==> src/rtl/ext_irq_pkg.sv <==
package ext_irq_pkg;
  localparam int unsigned SYNC_STAGES_DEF = 2;

  typedef struct packed {
    logic mode;  // 1: edge and level
    logic mask;
  } irq_ctrl_t;
endpackage

==> src/rtl/ext_irq_sync.sv <==
module ext_irq_sync #(
  parameter int unsigned STAGES = 2
) (
  input  logic clk_i,
  input  logic rst_ni,
  input  logic async_i,
  output logic sync_o
);
  localparam int unsigned LAST = STAGES - 1;
  logic [LAST:0] stage_q;

  always_ff @(posedge clk_i or negedge rst_ni) begin
    if (!rst_ni) stage_q[0] <= 1'b1;
    else         stage_q[0] <= async_i;
  end

  for (genvar g = 1; g < STAGES; g++) begin : g_stage
    always_ff @(posedge clk_i or negedge rst_ni) begin
      if (!rst_ni) stage_q[g] <= 1'b1;
      else         stage_q[g] <= stage_q[g-1];
    end
  end

  assign sync_o = stage_q[LAST];
endmodule

==> src/rtl/ext_irq_fall.sv <==
module ext_irq_fall (
  input  logic clk_i,
  input  logic rst_ni,
  input  logic level_i,
  output logic fall_o
);
  logic prev_q;

  always_ff @(posedge clk_i or negedge rst_ni) begin
    if (!rst_ni) prev_q <= 1'b1;
    else         prev_q <= level_i;
  end

  assign fall_o = prev_q & ~level_i;
endmodule

==> src/rtl/ext_irq_regs.sv <==
module ext_irq_regs
  import ext_irq_pkg::*;
(
  input  logic      clk_i,
  input  logic      rst_ni,
  input  logic      wr_en_i,
  input  logic      wr_mode_i,
  input  logic      wr_mask_i,
  output irq_ctrl_t ctrl_o
);
  irq_ctrl_t ctrl_q;

  always_ff @(posedge clk_i or negedge rst_ni) begin
    if (!rst_ni) begin
      ctrl_q <= '0;
    end else if (wr_en_i) begin
      ctrl_q.mode <= wr_mode_i;
      ctrl_q.mask <= wr_mask_i;
    end
  end

  assign ctrl_o = ctrl_q;
endmodule

==> src/rtl/ext_irq_latch.sv <==
module ext_irq_latch (
  input  logic clk_i,
  input  logic rst_ni,
  input  logic fall_i,
  input  logic clr_i,
  input  logic level_mode_i,
  input  logic pin_high_i,
  output logic latch_o
);
  logic latch_q, latch_d;
  logic acked_q, acked_d;  // clear seen, waiting for pin release
  logic ack_now;

  assign ack_now = clr_i | acked_q;

  always_comb begin
    latch_d = latch_q;
    acked_d = acked_q;
    if (fall_i) begin
      latch_d = 1'b1;  // set wins over clear
      acked_d = 1'b0;
    end else if (!latch_q) begin
      acked_d = 1'b0;
    end else if (level_mode_i) begin
      if (ack_now && pin_high_i) begin
        latch_d = 1'b0;
        acked_d = 1'b0;
      end else begin
        acked_d = ack_now;
      end
    end else if (clr_i) begin
      latch_d = 1'b0;
    end
  end

  always_ff @(posedge clk_i or negedge rst_ni) begin
    if (!rst_ni) begin
      latch_q <= 1'b0;
      acked_q <= 1'b0;
    end else begin
      latch_q <= latch_d;
      acked_q <= acked_d;
    end
  end

  assign latch_o = latch_q;
endmodule

==> src/rtl/ext_irq_ctrl.sv <==
module ext_irq_ctrl
  import ext_irq_pkg::*;
#(
  parameter int unsigned SYNC_STAGES = SYNC_STAGES_DEF
) (
  input  logic clk_i,
  input  logic rst_ni,
  input  logic pin_i,
  input  logic vec_fetch_i,
  input  logic wr_en_i,
  input  logic wr_mode_i,
  input  logic wr_mask_i,
  input  logic wr_ack_i,
  output logic rd_mode_o,
  output logic rd_mask_o,
  output logic rd_flag_o,
  output logic irq_o,
  output logic pin_level_o
);
  logic      pin_sync, fall, clr, latch;
  irq_ctrl_t ctrl;

  ext_irq_sync #(.STAGES(SYNC_STAGES)) u_sync (
    .clk_i, .rst_ni, .async_i(pin_i), .sync_o(pin_sync)
  );

  ext_irq_fall u_fall (
    .clk_i, .rst_ni, .level_i(pin_sync), .fall_o(fall)
  );

  ext_irq_regs u_regs (
    .clk_i, .rst_ni, .wr_en_i, .wr_mode_i, .wr_mask_i, .ctrl_o(ctrl)
  );

  assign clr = vec_fetch_i | (wr_en_i & wr_ack_i);

  ext_irq_latch u_latch (
    .clk_i, .rst_ni, .fall_i(fall), .clr_i(clr),
    .level_mode_i(ctrl.mode), .pin_high_i(pin_sync), .latch_o(latch)
  );

  assign rd_mode_o   = ctrl.mode;
  assign rd_mask_o   = ctrl.mask;
  assign rd_flag_o   = latch;
  assign irq_o       = latch & ~ctrl.mask;
  assign pin_level_o = pin_sync;
endmodule

==> config.mk <==
export PLATFORM = sky130hd
export DESIGN_NAME = ext_irq_ctrl
export DESIGN_NICKNAME = d
export VERILOG_FILES = /design/src/rtl/ext_irq_pkg.sv /design/src/rtl/ext_irq_sync.sv /design/src/rtl/ext_irq_fall.sv /design/src/rtl/ext_irq_regs.sv /design/src/rtl/ext_irq_latch.sv /design/src/rtl/ext_irq_ctrl.sv
export SDC_FILE = /design/constraint.sdc
export NUM_CORES = 1
export LEC_CHECK = 0
export CAP_MARGIN = 20
export CORE_AREA = 4 4 41 43
export CTS_BUF_LIST = sky130_fd_sc_hd__clkbuf_16
export CTS_CLUSTER_SIZE = 40
export DETAILED_ROUTE_END_ITERATION = 10
export DIE_AREA = 0 0 45 47
export PLACE_DENSITY = 0.51
export SLEW_MARGIN = 25
export SYNTH_ARGS = -nofsm -noshare
export SYNTH_HDL_FRONTEND = slang
export SYNTH_SLANG_ARGS = --single-unit
==> constraint.sdc <==
create_clock -name clk_i -period 3.2 [get_ports clk_i]
set_clock_uncertainty 0.2 [all_clocks]
set_input_delay 0.48 -clock clk_i [delete_from_list [all_inputs] [get_ports clk_i]]
set_output_delay 0.48 -clock clk_i [all_outputs]
set_load 0.05 [all_outputs]
==> results.cfg <==
[timing]
finalCriticalPeriod_ps = 2290
slew_violations = 0
slew-limit-headroom = 0.663
finalSetupTns_ps = 0
rsz0062_at_grt = false
max_freq_ghz = 0.437
setup_violations = 0
worst_slew_pin_slew_ps = 504
finalCritPeriodShare = 0.716
final_hold_viol_count = 0

[cts]
tritoncts = yes
ctsResizeCount = 0
worstSkewPairLatency_ps = 230
cts_buffers = 3
cts_root_buf = clkbuf_16
cts_setup_buffers = 0
clkTransAtPathRegs_ps = 40
ctsHoldBuffers = 0
clock-sinks = 7
h-tree-depth = 1
clockBufferDepth = 2

[setup_path]
max_stage_delay_ps = 810
slowest_stage = clkdlybuf4s50_1
arrival_ps = 1610
path_buf_inv = 1
cp.depth = 1
cp-end-kind = output port
cp_max_fo = 5
cp_top_family = buffers and inverters
path_cells = clkdlybuf4s50_1
worst_setup_path_start_kind = register
cp.required_ps = 2520
path_class = reg2out
reg2reg_depth = 2

[die]
die_y_um = 47
die-area_mm2 = 0.00212
fp.dieW_um = 45
initial_utilization = 0.212
ios = 13
placementRows = 13
core_area_mm2 = 0.00130

[pwr]
fin_total_pwr_uw = 364
peakVddDrop_uv = 403
powerDensity_mw_per_mm2 = 736
p_leak_uw = 0.000201

[layout]
nFillCells = 135
n_antenna_cell = 0
layout-drive-gt1-share = 0.294
finalInstanceArea_um2 = 494
syn_to_final_growth_pct = 78.7
fin_util = 0.380
fin_nets = 43

[routing]
routedWlPerCell_um = 12.6
drc = 0
postRouteAntennaNets = 0
first_pass_iters = 3
drtIter0Drc = 2
via_per_inst = 4.37
via_count = 214
routed_wl_um = 619

[global_routing]
first_global_vias = 243
grt-ovfl-total = 0
grt_antenna_before_repair = 0
grt_max_degree = 8
grt_util_all_layers = 0.0819
grt_pass1_wl_um = 1030

[min_path]
hold-path-cell-count = 0
hold_class = reg2reg

[synthesis]
synth_area_leaders = dfrtp_1 (36%), dfstp_2 (29%), mux2_2 (8.1%)
ys.warnings.count = 0
seq_area_frac_synth = 0.647
synthCells = 18
yosysUniqueCellTypes = 11
syn_area_um2 = 277
synth_top_area_share = 0.362
post-synth-top-area-cell = dfrtp_1
synthesis.nets = 26
syn_area_per_cell_um2 = 15.4
synth_seq_cells = 7

[place]
placed_area_um2 = 415
place_congestion = 0.672
io_buffers = 12

[status]
status = completed

[job]
drv_cap = 0
==> cell type report <==
class	count	area, um^2	area share
Clock inverter	1	3.75	0.00759
Multi-Input combinational cell	11	97.6	0.197
Clock buffer	3	75.1	0.152
Sequential cell	7	179	0.362
Timing Repair Buffer	12	120	0.243
Tap cell	15	18.8	0.0380
==> registers in the layout, indices dropped and copies added, names as in the netlist <==
register / cells
u_sync.sync_o: 1
u_regs.ctrl_o: 2
u_fall.prev_q: 1
u_latch.acked_q: 1
u_sync.stage_q: 1
u_latch.latch_o: 1
==> layout by cell type (no fill, tap or decap) <==
master,count
a21boi_0,1
a21oi_1,2
clkbuf_16,3
clkdlybuf4s50_1,12
dfrtp_1,4
dfstp_2,3
inv_1,1
mux2_2,2
mux2_4,1
nand2_1,1
nand4bb_1,1
nor2b_1,1
o22ai_2,1
o2bb2ai_1,1
==> power breakdown <==
part	switching (uW)	total (uW)	internal, uW	leakage (uW)
Combinational	29.9	54.5	24.6	0.0000776
Clock	43.2	205	162	0.0000423
Sequential	7.05	104	97.0	0.0000809
==> cell usage after synthesis <==
library cell,n
dfrtp_1,4
dfstp_2,3
a21oi_1,2
mux2_2,2
a21boi_0,1
mux2_4,1
nand2_1,1
nand4bb_1,1
nor2b_1,1
o22ai_2,1
o2bb2ai_1,1
==> metrics by stage <==
stage                     std cells  setup WS (ps)  hold slack [ps]
after floorplan                  18           1070            -15.6
after global placement           45           1150              147
after detailed placement         45           1130              149
after CTS                        49            884              158
after global routing             49            839              160
final                            49            909              157
==> layer usage <==
metal | vias to the layer above | wire length, um | GRT usage
met3 | 2 | 50 | 0.0613
met4 | 0 | 17 | 0.105
met1 | 104 | 279 | 0.0696
met5 | - | 0 | 0
met2 | 11 | 271 | 0.110
li1 | 97 | - | -
==> cells by family (layout without fill, tap and decap cells) <==
family | Yosys count | count (layout) | share of synthesized area
AND/OR/NAND/NOR | 3 | 3 | 0.0769
buffers and inverters | 0 | 16 | 0
flip-flops | 7 | 7 | 0.647
AO/OA/AOI/OAI | 5 | 5 | 0.140
multiplexers | 3 | 3 | 0.136
==> worst paths after layout <==
check	startpoint	to	slack, ps
worst max-delay path	u_sync.sync_o$_DFF_PN1_	pin_level_o	910
worst min-delay path	u_sync.stage_q[0]$_DFF_PN1_	u_sync.sync_o$_DFF_PN1_	160
worst max register to register	u_sync.sync_o$_DFF_PN1_	u_latch.acked_q$_DFFE_PN0P_	1950
worst min register to register	u_sync.stage_q[0]$_DFF_PN1_	u_sync.sync_o$_DFF_PN1_	160
max in group asynchronous	rst_ni	u_fall.prev_q$_DFF_PN1_	2200
min in group asynchronous	rst_ni	u_regs.ctrl_o[1]$_DFFE_PN0P_	310
No activity file was read; power rests on OpenSTA's default activity.
